File: config.mk
export PLATFORM = sky130hd
export DESIGN_NAME = ref_interval_timer
export DESIGN_NICKNAME = d
export VERILOG_FILES = /design/src/rtl/ref_timer_pkg.sv /design/src/rtl/ref_code_decode.sv /design/src/rtl/ref_interval_cnt.sv /design/src/rtl/ref_pend_track.sv /design/src/rtl/ref_interval_timer.sv
export SDC_FILE = /design/constraint.sdc
export NUM_CORES = 1
export LEC_CHECK = 0
export ABC_CLOCK_PERIOD_IN_PS = 3550
export BUFFER_PORTS_ARGS = -buffer_cell sky130_fd_sc_hd__buf_2
export CAP_MARGIN = 10
export CELL_PAD_IN_SITES_DETAIL_PLACEMENT = 0
export CELL_PAD_IN_SITES_GLOBAL_PLACEMENT = 1
export CORE_MARGIN = 2
export CORE_UTILIZATION = 25
export DETAILED_ROUTE_END_ITERATION = 10
export GPL_TIMING_DRIVEN = 0
export PLACE_DENSITY_LB_ADDON = 0.3
export SLEW_MARGIN = 0
export SYNTH_ARGS = -nofsm -noshare
export SYNTH_HDL_FRONTEND = slang
export SYNTH_SLANG_ARGS = --single-unit
File: constraint.sdc
create_clock -name clk -period 3.55 [get_ports clk]
set_input_delay 0.1775 -clock clk [delete_from_list [all_inputs] [get_ports clk]]
set_output_delay 0.1775 -clock clk [all_outputs]
set_load 0.05 [all_outputs]
File: src/rtl/ref_timer_pkg.sv
`timescale 1ns/1ps
package ref_timer_pkg;

    localparam int CODE_W   = 5;
    localparam int CNT_W    = 12;
    localparam int PEND_MAX = 8;
    localparam int PEND_W   = $clog2(PEND_MAX + 1);
    localparam int NCODES   = 1 << CODE_W;

    typedef enum logic [1:0] {
        PER_15U6 = 2'b00,
        PER_7U8  = 2'b01,
        PER_3U9  = 2'b10,
        PER_1U95 = 2'b11
    } per_cls_e;

    typedef enum logic [2:0] {
        F_100 = 3'b000,
        F_133 = 3'b001,
        F_166 = 3'b010,
        F_200 = 3'b011,
        F_120 = 3'b100,
        F_140 = 3'b101,
        F_150 = 3'b110,
        F_180 = 3'b111
    } frq_cls_e;

    typedef struct packed {
        per_cls_e per;
        frq_cls_e frq;
    } ref_code_t;

    localparam ref_code_t RESET_CODE = '{per: PER_7U8, frq: F_200};

    // period in hundredths of a microsecond
    function automatic int unsigned per_centi_us(per_cls_e p);
        case (p)
            PER_15U6: return 1560;
            PER_7U8:  return 780;
            PER_3U9:  return 390;
            default:  return 195;
        endcase
    endfunction

    function automatic int unsigned frq_mhz(frq_cls_e f);
        case (f)
            F_100:   return 100;
            F_133:   return 133;
            F_166:   return 166;
            F_200:   return 200;
            F_120:   return 120;
            F_140:   return 140;
            F_150:   return 150;
            default: return 180;
        endcase
    endfunction

    // cycles = period * frequency, nearest integer, halves upward
    function automatic logic [CNT_W-1:0] interval_of(ref_code_t c);
        int unsigned prod;
        prod = per_centi_us(c.per) * frq_mhz(c.frq);
        return CNT_W'((prod + 32'd50) / 32'd100);
    endfunction

    localparam logic [CNT_W-1:0] RESET_CYCLES = interval_of(RESET_CODE);

endpackage

File: src/rtl/ref_code_decode.sv
`timescale 1ns/1ps
module ref_code_decode
    import ref_timer_pkg::*;
(
    input  ref_code_t        code,
    output logic [CNT_W-1:0] cycles
);

    logic [CNT_W-1:0] rom [NCODES];

    for (genvar i = 0; i < NCODES; i++) begin : g_rom
        assign rom[i] = interval_of(ref_code_t'(CODE_W'(i)));
    end

    assign cycles = rom[code];

endmodule

File: src/rtl/ref_interval_cnt.sv
`timescale 1ns/1ps
module ref_interval_cnt
    import ref_timer_pkg::*;
(
    input  logic             clk,
    input  logic             rst,
    input  logic             load,
    input  logic [CNT_W-1:0] load_cycles,
    input  logic [CNT_W-1:0] run_cycles,
    output logic             tick
);

    logic [CNT_W-1:0] cnt_q;
    logic             at_end;

    assign at_end = (cnt_q == '0);
    assign tick   = at_end && !load;

    always_ff @(posedge clk) begin
        if (rst) begin
            cnt_q <= RESET_CYCLES - 1'b1;
        end else if (load) begin
            cnt_q <= load_cycles - 1'b1;
        end else if (at_end) begin
            cnt_q <= run_cycles - 1'b1;
        end else begin
            cnt_q <= cnt_q - 1'b1;
        end
    end

endmodule

File: src/rtl/ref_pend_track.sv
`timescale 1ns/1ps
module ref_pend_track
    import ref_timer_pkg::*;
(
    input  logic              clk,
    input  logic              rst,
    input  logic              tick,
    input  logic              ack,
    output logic [PEND_W-1:0] pend,
    output logic              req,
    output logic              urgent
);

    localparam logic [PEND_W-1:0] TOP = PEND_W'(PEND_MAX);

    logic [PEND_W-1:0] pend_q;
    logic              take;

    assign take = ack && (pend_q != '0);

    always_ff @(posedge clk) begin
        if (rst) begin
            pend_q <= '0;
        end else if (tick && !take) begin
            if (pend_q != TOP) begin
                pend_q <= pend_q + 1'b1;
            end
        end else if (take && !tick) begin
            pend_q <= pend_q - 1'b1;
        end
    end

    assign pend   = pend_q;
    assign req    = (pend_q != '0);
    assign urgent = (pend_q > PEND_W'(1));

endmodule

File: src/rtl/ref_interval_timer.sv
`timescale 1ns/1ps
module ref_interval_timer
    import ref_timer_pkg::*;
(
    input  logic              clk,
    input  logic              rst,
    input  logic [CODE_W-1:0] cfg_code,
    input  logic              cfg_load,
    input  logic              ref_ack,
    output logic              ref_req,
    output logic              ref_urgent,
    output logic [PEND_W-1:0] pend_count,
    output logic [CNT_W-1:0]  interval_cycles
);

    ref_code_t        code_q;
    logic [CNT_W-1:0] new_cycles;
    logic [CNT_W-1:0] cur_cycles;
    logic             tick;

    always_ff @(posedge clk) begin
        if (rst) begin
            code_q <= RESET_CODE;
        end else if (cfg_load) begin
            code_q <= ref_code_t'(cfg_code);
        end
    end

    ref_code_decode u_dec_new (
        .code   (ref_code_t'(cfg_code)),
        .cycles (new_cycles)
    );

    ref_code_decode u_dec_cur (
        .code   (code_q),
        .cycles (cur_cycles)
    );

    ref_interval_cnt u_cnt (
        .clk         (clk),
        .rst         (rst),
        .load        (cfg_load),
        .load_cycles (new_cycles),
        .run_cycles  (cur_cycles),
        .tick        (tick)
    );

    ref_pend_track u_pend (
        .clk    (clk),
        .rst    (rst),
        .tick   (tick),
        .ack    (ref_ack),
        .pend   (pend_count),
        .req    (ref_req),
        .urgent (ref_urgent)
    );

    assign interval_cycles = cur_cycles;

endmodule

==> summary.txt, run 1 <==
Clock network
  • # hold bufs at CTS: 0
  • Htree depth: 1
  • Root Buffer Master: clkbuf_8
  • Clock Latency Late Sink: 260 ps
  • CTS tree: done
  • Clk slew on worst S/H paths: 90 ps
  • CTS Buf Count: 3
  • Longest Clk Path Bufs: 2
  • Clock sink total: 21

Global routing
  • Initial antenna violation count: 0
  • Pin count of the biggest net entering global routing: 13
  • Overflow left after global routing: 0
  • Total global-route track usage: 15.11%
  • First-pass GRT wire length: 12660 µm
  • Vias in the first global route: 2397

Finish
  • Commonest non-fill, non-tap cells in the layout: buf_2, nor2_1, o21ai_0, a21oi_1
  • Most common cell after layout, fill and taps aside: buf_2
  • Final net count: 392
  • Layout area overhead: 14.39%
  • Share of layout cells above drive strength 1: 16.16%
  • Antenna fix cells: 0
  • Final instance area: 2814 µm²

Detailed routing
  • Total Wirelength: 7756 µm
  • DR vias/cell: 5.181
  • Detail Route Antenna Nets: 0
  • Avg WL per Cell: 15.57 µm
  • Starting DRC count in detailed routing: 167
  • Residual DRC count: 0
  • DR pass1 iterations: 4
  • Vias post-DR: 2580

Setup path
  • Setup CP Type: reg2reg
  • Critical path capture point type: register
  • Crit-path cells: inv_1 > ha_1 > clkbuf_1 > o21ai_0 > o32ai_1 > o21ai_0 > a22oi_1 > nor4b_1 > and4b_1 > a21oi_1
  • Top delay family on crit path: compound AO/OA/AOI/OAI gates
  • CP bufs+invs: 2
  • Worst path required time: 3710 ps
  • Max Fanout on Critical Path: 10
  • Most common cell on crit path: o21ai_0
  • Crit start category: register
  • Crit-path max cell delay: 600 ps
  • Critical-path top delay cell: nor4b_1
  • Worst EP arrival: 3360 ps

STA
  • Final setup margin: 347.6 ps
  • Clk_skew: 6.273 ps
  • Max-slew headroom: 59.49%
  • RSZ-0062 raised after global routing: no
  • F_max: 312.3 MHz
  • Final setup viols: 0
  • Fin crit period: 3202 ps
  • Tcrit/Tclk final: 90.21%
  • Worst-margin pin slew: 607.7 ps
  • Final Hold Violating Endpoints: 0
  • Max Slew Vio Count: 0
  • Setup TNS: 0 ps

Yosys
  • Post-Synthesis Cells: 336
  • Ys async rst share: 0%
  • Netlist cell types: 63
  • Post-synth top area cell: dfxtp_1
  • Proportion of netlist area held by the largest area contributor: 17.09%
  • Top post-synthesis cells by area: dfxtp_1, ha_1, a21oi_1, o21ai_0, nand2b_1
  • EDFF count, synth: 0
  • Count of state elements after synthesis: 21
  • Post-synthesis sequential area ratio: 17.09%
  • Mapped cell area: 2460 µm²
  • Synth warn: 0
  • Mapped Nets: 362
  • Post-synthesis average cell area: 7.321 µm²
  • Primary FF master, synth: dfxtp_1

Die
  • Core ar.: 9639 µm²
  • Initial Utilization: 25.52%
  • IO Count: 27
  • Die ar.: 10650 µm²
  • Die Ht: 103.2 µm
  • Row count: 36
  • Die extent in x: 103.2 µm

Min path
  • Hold Crit Class: in2reg

Power and ir drop
  • PD cells: 412.0 nW/µm²
  • Peak supply drop: 0.2285 mV
  • Leak pwr: 1.165 nW

Run status
  • Outcome: completed

Placed design
  • Post-place setup slack: 158.1 ps
  • Detailed Place HPWL: 5998 µm
  • I/O Buffers: 24
  • Routability cong.: 0.9019
  • Post-place instance area: 2753 µm²

Job
  • Maxcap violations: 0
[metrics by stage]
| stage | power, mW | utilization, % | cells | hold slack (ps) |
|---|---|---|---|---|
| floorplan | 0.8419 | - | 336 | 307.9 |
| global placement | 0.9958 | 28.56 | 493 | 502.3 |
| detailed placement | 0.9943 | 28.56 | 493 | 514.3 |
| CTS | 1.164 | 29.04 | 497 | 235.5 |
| global route | 1.251 | 29.19 | 498 | 241.5 |
| finish | 1.159 | 29.19 | 498 | 232.4 |
[flip-flops by register name (all words and copies together), names as in the netlist]
name and flops:
u_pend.pend 4, code_q 5, u_cnt.cnt_q 12
[synth_stat cells, types with 3 or more instances]
cell	n
nor2_1	27
nor3_1	12
o211a_1	4
nor2b_1	11
or3_1	4
buf_2	9
a21oi_1	25
or2_2	5
a211o_1	5
and3_1	4
nand2_1	17
dfxtp_1	21
ha_1	17
mux2i_1	7
o21a_1	3
and2_1	3
nand3_1	7
nor4_1	4
o21ai_0	25
clkbuf_1	10
inv_1	19
xor2_1	3
nand2b_1	18
o211ai_1	7
a211oi_1	7
buf_6	3
a31oi_1	4
xnor2_1	4
[worst register-to-register path, delay by kind of cell (launching register included)]
kind / cells / cell delay (ps)
AO/OA/AOI/OAI: 5 / 1250
buffers and inverters: 2 / 340
flip-flops: 1 / 430
AND/OR/NAND/NOR: 2 / 880
adder cells (fa/ha/maj): 1 / 210
[per-layer routing]
metal | track usage, % | part of all wire (%) | up-vias
li1 | - | - | 1277
met1 | 21.68 | 48 | 1228
met2 | 23.83 | 47 | 62
met3 | 1.411 | 2.9 | 13
met4 | 4.960 | 2.7 | 0
met5 | 0 | 0 | -
[final cells by class]
class | count | area, µm²
fillers | 1104 | 6825
multi-input cells | 272 | 1856
flip-flops and latches | 21 | 422.9
well taps | 133 | 166.4
repair buffers | 25 | 127.6
plain buffers | 24 | 123.9
inverters | 19 | 71.32
clock buffers | 3 | 41.29
clock inverters | 1 | 5.005
[power by group]
part | internal (mW) | switching, mW | leakage (nW)
combinational | 0.228 | 0.459 | 0.966
sequential | 0.267 | 0.0392 | 0.173
clock | 0.0784 | 0.0878 | 0.0255
total | 0.573 | 0.586 | 1.16
[worst paths after layout]
| kind | start | endpoint | slack, ps | depth (start not counted) |
|---|---|---|---|---|
| hold reg to reg | u_pend.pend[2] | u_pend.pend[2] | 580 | 1 |
| setup / recovery | code_q[0] | u_cnt.cnt_q[10] | 350 | 10 |
| hold / removal | rst | u_cnt.cnt_q[9] | 230 | 3 |
| setup reg to reg | code_q[0] | u_cnt.cnt_q[10] | 350 | 10 |
[logic make-up after synthesis]
kind of cell | synth area share (%)
muxes | 5.290
DFF | 17.09
xor gates and xnor gates | 2.492
adders and majority gates | 8.647
buffers and inverters | 7.935
AOI/OAI and AO/OA | 30.32
and+or+nand+nor | 28.23
[timing repair]
item / in CTS / in global routing
gates resized for setup: 0 / 3
buffers inserted: 0 / 1
endpoints found under the setup margin: 0 / 4
Note: power is estimated with default switching activity, not from simulation.
==> run 2: changes to the inputs <==
ABC_AREA = 1   (was default)
CORE_MARGIN = 5   (was 2)
==> run 2 against run 1 <==
Cell area down 5.2%; non-clock buffer count down 13; sequential share of layout area up 0.73 points; clock skew up 4.9 ps; critical endpoint is now u_cnt.cnt_q[8].
==> summary.txt, run 2 <==
Global routing
  • Pin count of the biggest net entering global routing: 13 (unchanged)
  • Vias in the first global route: 2424 (+1.1%)
  • Initial antenna violation count: 0 (unchanged)
  • First-pass GRT wire length: 11760 µm (-7.1%)
  • Overflow left after global routing: 0 (unchanged)
  • Total global-route track usage: 12.54% (-2.6 points)

Setup path
  • Worst EP arrival: 2810 ps (-550 ps)
  • Crit-path max cell delay: 490 ps (-110 ps)
  • Crit Reg-Reg Endpoint: u_cnt.cnt_q[8]
  • Crit start category: register
  • Crit-path cells: inv_1 > ha_1 > nand2_1 > nand2_1 > o21ai_1 > nand2_1 > nand2_2 > nand2_2 > a21oi_4 > ha_1 > nand3_2 > inv_2 > nand2_1 > nor2_1 > nand2_1 > nand2_1 > nor2_1
  • Worst path required time: 3730 ps (+20 ps)
  • Max Fanout on Critical Path: 8 (-2)
  • Critical-path top delay cell: dfxtp_1
  • Most common cell on crit path: nand2_1
  • Reg2Reg Setup Slack: 920 ps (+570 ps)
  • Setup CP Type: reg2reg
  • R2R Path Start: code_q[0]
  • Worst r2r path cells: 17 (+7)
  • Critical path capture point type: register

Placed design
  • Post-place instance area: 2621 µm² (-4.8%)
  • Detailed Place HPWL: 5881 µm (-1.9%)
  • I/O Buffers: 25 (+4.2%)
  • Routability cong.: 0.8561 (-5.1%)
  • Post-place setup slack: 936.0 ps (+777.9 ps)

Job
  • Maxcap violations: 0 (unchanged)

STA
  • Final Hold Violating Endpoints: 0 (unchanged)
  • Max-slew headroom: 63.49% (+4.0 points)
  • Worst-margin pin slew: 547.6 ps (-60.13 ps)
  • Setup TNS: 0 ps (unchanged)
  • Clk_skew: 11.16 ps (+4.884 ps)
  • F_max: 380.3 MHz (+22%)
  • RSZ-0062 raised after global routing: no
  • Hold WS: 283.3 ps (+50.89 ps)
  • Final setup viols: 0 (unchanged)
  • Fin crit period: 2629 ps (-573.0 ps)
  • Max Slew Vio Count: 0 (unchanged)
  • Final setup margin: 920.6 ps (+573.0 ps)
  • Tcrit/Tclk final: 74.07% (-16 points)

Yosys
  • Proportion of netlist area held by the largest area contributor: 21.50% (+4.4 points)
  • Top post-synthesis cells by area: nand2_1, dfxtp_1, nand3_1, ha_1, inv_1
  • Mapped cell area: 2357 µm² (-4.2%)
  • Post-Synthesis Cells: 422 (+26%)
  • Post-synthesis sequential area ratio: 17.83% (+0.74 points)
  • Count leader, synth: nand2_1
  • Post-synthesis average cell area: 5.586 µm² (-24%)
  • Ys async rst share: 0% (unchanged)
  • Post-synth top cells: nand2_1, inv_1, nand3_1, nor2_1, a21oi_1
  • Synth warn: 0 (unchanged)
  • EDFF count, synth: 0 (unchanged)
  • Post-synth top area cell: nand2_1
  • Count of state elements after synthesis: 21 (unchanged)
  • Netlist cell types: 29 (-54%)
  • Mapped Nets: 448 (+24%)
  • Primary FF master, synth: dfxtp_1

Finish
  • Antenna fix cells: 0 (unchanged)
  • Layout area overhead: 13.16%
  • Commonest non-fill, non-tap cells in the layout: nand2_1, inv_1, nand3_1
  • Most common cell after layout, fill and taps aside: nand2_1
  • Biggest register: u_cnt.cnt_q
  • Max FFs per register: 12 (unchanged)
  • Final net count: 478 (+22%)
  • Final instance area: 2668 µm² (-5.2%)
  • Share of layout cells above drive strength 1: 14.41% (-1.8 points)

Clock network
  • Clock sink total: 21 (unchanged)
  • Htree depth: 1 (unchanged)
  • Clock Latency Late Sink: 270 ps (about the same)
  • Root Buffer Master: clkbuf_8
  • # hold bufs at CTS: 0 (unchanged)
  • Longest Clk Path Bufs: 2 (unchanged)
  • CTS tree: done
  • Clk slew on worst S/H paths: 90 ps (about the same)
  • CTS Buf Count: 3 (unchanged)
  • Post-CTS resize count: 0 (unchanged)
  • Setup Buffers After CTS: 0 (unchanged)

Detailed routing
  • Met3 WL post-DR: 242 µm (+7.1%)
  • M1 WL: 3689 µm (about the same)
  • Vias post-DR: 2598 (+0.70%)
  • Residual DRC count: 0 (unchanged)
  • Met2 WL post-DR: 3096 µm (-15%)
  • Total Wirelength: 7097 µm (-8.5%)
  • DR vias/cell: 4.623 (-11%)
  • Starting DRC count in detailed routing: 136 (-19%)
  • Uppermost layer routed: met4
  • DR pass1 iterations: 7 (+3)
  • Avg WL per Cell: 12.63 µm (-19%)
  • Detail Route Antenna Nets: 0 (unchanged)

Die
  • IO Count: 27 (unchanged)
  • Die extent in x: 107.1 µm (+3.8%)
  • Initial Utilization: 25.63% (+0.11 points)
  • Core ar.: 9196 µm² (-4.6%)
  • Die ar.: 11470 µm² (+7.7%)
  • Die Ht: 107.1 µm (+3.8%)
  • Row count: 35 (-2.8%)

Power and ir drop
  • Leak pwr: 1.404 nW (+21%)
  • Overall power: 1.242 mW (+7.1%)
  • Peak supply drop: 0.2547 mV (+11%)
  • PD cells: 465.4 nW/µm² (+13%)

Min path
  • Hold Path Cell Cnt: 2 (-1)
  • Hold Crit Class: in2reg
  • Sink of the worst hold path: u_cnt.cnt_q[6]
  • Min-delay src: rst

Run status
  • Outcome: completed
==> run 2: cell type report <==
type,instances,area [µm²]
flip-flops and latches,21,420.4
plain buffers,11,68.82
clock buffers,3,41.29
inverters,62,232.7
repair buffers,25,125.1
well taps,111,138.9
fillers,1065,6529
multi-input cells,328,1635
clock inverters,1,5.005
==> run 2: layer usage <==
layer	vias up	track usage, %
met5	-	0
met4	0	2.922
met3	5	0.8429
met2	41	20.33
met1	1159	18.06
li1	1393	-
==> run 2: metrics by stage <==
stage | util (%) | cells
after global routing | 29.01 | 562
after global placement | 28.50 | 558
final | 29.01 | 562
after CTS | 29.01 | 562
after floorplan | - | 422
after detailed placement | 28.50 | 558
==> run 2: cells by family after synthesis <==
group,after synthesis,synth area share (%)
xor gates and xnor gates,1,0.3716
buffers and inverters,73,12.79
AOI/OAI and AO/OA,65,15.55
DFF,21,17.83
adders and majority gates,17,9.023
and+or+nand+nor,245,44.43
==> run 2: critical path, delay by kind of cell (launching register included) <==
family / cells / cell delay, ps
flip-flops: 1 / 490
AO/OA/AOI/OAI: 2 / 250
adder cells (fa/ha/maj): 2 / 560
AND/OR/NAND/NOR: 11 / 1010
buffers and inverters: 2 / 230
==> run 2: how the worst max path moves through the flow <==
stage | from | endpoint
floorplan | code_q[0] | u_cnt.cnt_q[10]
global placement | code_q[0] | u_cnt.cnt_q[8]
detailed placement | code_q[0] | u_cnt.cnt_q[8]
CTS | code_q[0] | u_cnt.cnt_q[8]
global route | code_q[0] | u_cnt.cnt_q[8]
finish | code_q[0] | u_cnt.cnt_q[8]
==> run 2: where the power goes <==
part / internal, mW / leakage [nW] / total [mW] / switching (mW)
registers: 0.277 / 0.174 / 0.323 / 0.0467
logic: 0.201 / 1.20 / 0.755 / 0.554
clock network: 0.0785 / 0.0255 / 0.163 / 0.0849
==> run 3: changes to the inputs <==
ABC_CLOCK_PERIOD_IN_PS = 2360   (was 3550)
clock period = 2.36 ns   (was 3.55 ns; I/O delays follow)
==> run 3 against run 2 <==
Total power increased by 53%; setup slack got worse by 790 ps; sequential share of layout area decreased by 0.42 points; count of clock-buffer cells in the layout increased by 1; sequential power increased by 50%; maximum frequency increased by 18%; largest power group unchanged.
==> summary.txt, run 3 (synthesized netlist as in run 2, its figures left out) <==
Run status
  • Outcome: completed

Global routing
  • Initial antenna violation count: 0 (unchanged)
  • Total global-route track usage: 12.45% (-0.088 points)
  • Overflow left after global routing: 0 (unchanged)
  • Pin count of the biggest net entering global routing: 12 (-1)
  • Vias in the first global route: 2473 (+2.0%)
  • First-pass GRT wire length: 11770 µm (about the same)

Finish
  • Biggest register: u_cnt.cnt_q
  • Final Util: 30.15% (+1.1 points)
  • Share of layout cells above drive strength 1: 18.94% (+4.5 points)
  • Most common cell after layout, fill and taps aside: nand2_1
  • Commonest non-fill, non-tap cells in the layout: nand2_1, inv_1, nand3_1
  • Final net count: 481 (+0.63%)
  • Layout area overhead: 17.62%
  • Fillers: 1043 (-2.1%)
  • Antenna fix cells: 0 (unchanged)
  • Max FFs per register: 12 (unchanged)

Setup path
  • Setup CP Type: reg2reg
  • Worst r2r path cells: 16 (-1)
  • Crit-path cells: clkinvlp_4 > ha_4 > nand2_2 > nand3_1 > nand3_1 > nand2_2 > nand2_2 > a21oi_4 > ha_4 > nand3_2 > inv_2 > nand2_1 > nor2_2 > nand2_1 > nand2_1 > nor2_1
  • Worst path required time: 2530 ps (-1200 ps)
  • Worst EP arrival: 2390 ps (-420 ps)
  • Max Fanout on Critical Path: 4 (-4)
  • Crit start category: register
  • Critical-path top delay cell: dfxtp_4
  • Crit-path max cell delay: 360 ps (-130 ps)
  • Critical path capture point type: register
  • Top delay family on crit path: simple AND/OR/NAND/NOR gates
  • CP Depth: 16 (-1)
  • CP bufs+invs: 2 (unchanged)

Die
  • Initial Utilization: 25.63% (unchanged)
  • Die extent in x: 107.1 µm (unchanged)
  • Core ar.: 9196 µm² (unchanged)
  • IO Count: 27 (unchanged)
  • Row count: 35 (unchanged)
  • Die Ht: 107.1 µm (unchanged)
  • Die ar.: 11470 µm² (unchanged)

Detailed routing
  • DR vias/cell: 4.644 (+0.46%)
  • Detail Route Antenna Nets: 0 (unchanged)
  • Residual DRC count: 0 (unchanged)
  • Starting DRC count in detailed routing: 133 (-2.2%)
  • Avg WL per Cell: 12.59 µm (-0.28%)
  • Vias post-DR: 2624 (+1.0%)
  • Total Wirelength: 7115 µm (+0.25%)
  • DR pass1 iterations: 4 (-3)

STA
  • Setup TNS: 0 ps (unchanged)
  • Max-slew headroom: 66.48% (+3.0 points)
  • Worst-margin pin slew: 502.9 ps (-44.71 ps)
  • Final Hold Violating Endpoints: 0 (unchanged)
  • Fin crit period: 2225 ps (-404.2 ps)
  • Tcrit/Tclk final: 94.29% (+20 points)
  • Final setup viols: 0 (unchanged)
  • Hold WS: 219.8 ps (-63.47 ps)
  • Max Slew Vio Count: 0 (unchanged)
  • Clk_skew: 7.057 ps (-4.100 ps)
  • F_max: 449.4 MHz (+18%)

Clock network
  • Root Buffer Master: clkbuf_8
  • Clock Latency Late Sink: 260 ps (about the same)
  • Longest Clk Path Bufs: 2 (unchanged)
  • Htree depth: 1 (unchanged)
  • CTS tree: done
  • Clk slew on worst S/H paths: 80 ps (about the same)
  • Clock sink total: 21 (unchanged)
  • CTS Buf Count: 3 (unchanged)

Min path
  • Hold Path Cell Cnt: 3 (+1)
  • Hold Crit Class: in2reg

Job
  • Maxcap violations: 0 (unchanged)

Power and ir drop
  • Peak supply drop: 0.6362 mV (+150%)
  • Leak pwr: 1.410 nW (+0.48%)
  • PD cells: 683.3 nW/µm² (+47%)

Placed design
  • Routability cong.: 0.8478 (-0.97%)
  • Detailed Place HPWL: 5872 µm (-0.15%)
  • I/O Buffers: 25 (unchanged)
[run 3: changes by cell type in the layout (fill, tap and decap cells not counted), sizes merged]
cell,before,now
buf,33,36
clkbuf,6,7
clkinv,1,0
clkinvlp,0,1
inv,62,61
[run 3: final cells by class]
class / count / area, µm² / share of cell area (%)
well taps: 111 / 138.9 / 5.009
clock buffers: 4 / 45.04 / 1.625
multi-input cells: 328 / 1710 / 61.69
repair buffers: 28 / 147.6 / 5.325
flip-flops and latches: 21 / 425.4 / 15.34
inverters: 62 / 236.5 / 8.529
plain buffers: 11 / 68.82 / 2.482
[run 3: per-stage QoR]
stage	setup WS, ps	cell area, µm²	instances	total power [mW]
3_3_place_gp	-291.7	2636	558	1.642
6_report	134.8	2773	565	1.895
5_1_grt	-6.664	2773	565	2.049
2_1_floorplan	-15.25	2372	422	1.390
3_5_place_dp	-269.6	2636	558	1.640
4_1_cts	2.748	2704	562	1.888
[run 3: worst paths after layout]
path	slack (ps)	startpoint	end
max	130	code_q[0]	u_cnt.cnt_q[8]
min	220	cfg_code[1]	code_q[1]
max reg2reg	130	code_q[0]	u_cnt.cnt_q[8]
min reg2reg	500	u_pend.pend[3]	u_pend.pend[3]
[run 3: metal layers]
| metal | up-vias | part of all wire, % | global-route usage (%) | wire [µm] |
|---|---|---|---|---|
| met5 | - | 0 | 0 | 0 |
| met4 | 0 | 0.76 | 2.557 | 54 |
| met2 | 58 | 44 | 20.06 | 3113 |
| met3 | 4 | 3.2 | 1.144 | 226 |
| li1 | 1406 | - | - | - |
| met1 | 1156 | 52 | 17.99 | 3721 |
[run 3: where the power goes]
part | switching [mW] | total (mW) | leakage (nW) | internal (mW)
sequential | 0.0689 | 0.485 | 0.174 | 0.416
combinational | 0.851 | 1.17 | 1.21 | 0.321
clock | 0.117 | 0.238 | 0.0228 | 0.120
[run 3: worst min-delay path, delay by kind of cell]
family,cells,cell delay [ps]
AOI/OAI and AO/OA,2,160
buffers and inverters,1,170
[run 3: what timing repair did]
action / CTS / global route
hold buffers: 0 / 0
endpoints found under the setup margin: 7 / 7
pin swaps: 0 / 4
gates cloned: 0 / 0
buffers inserted: 0 / 3
resized for setup: 6 / 14
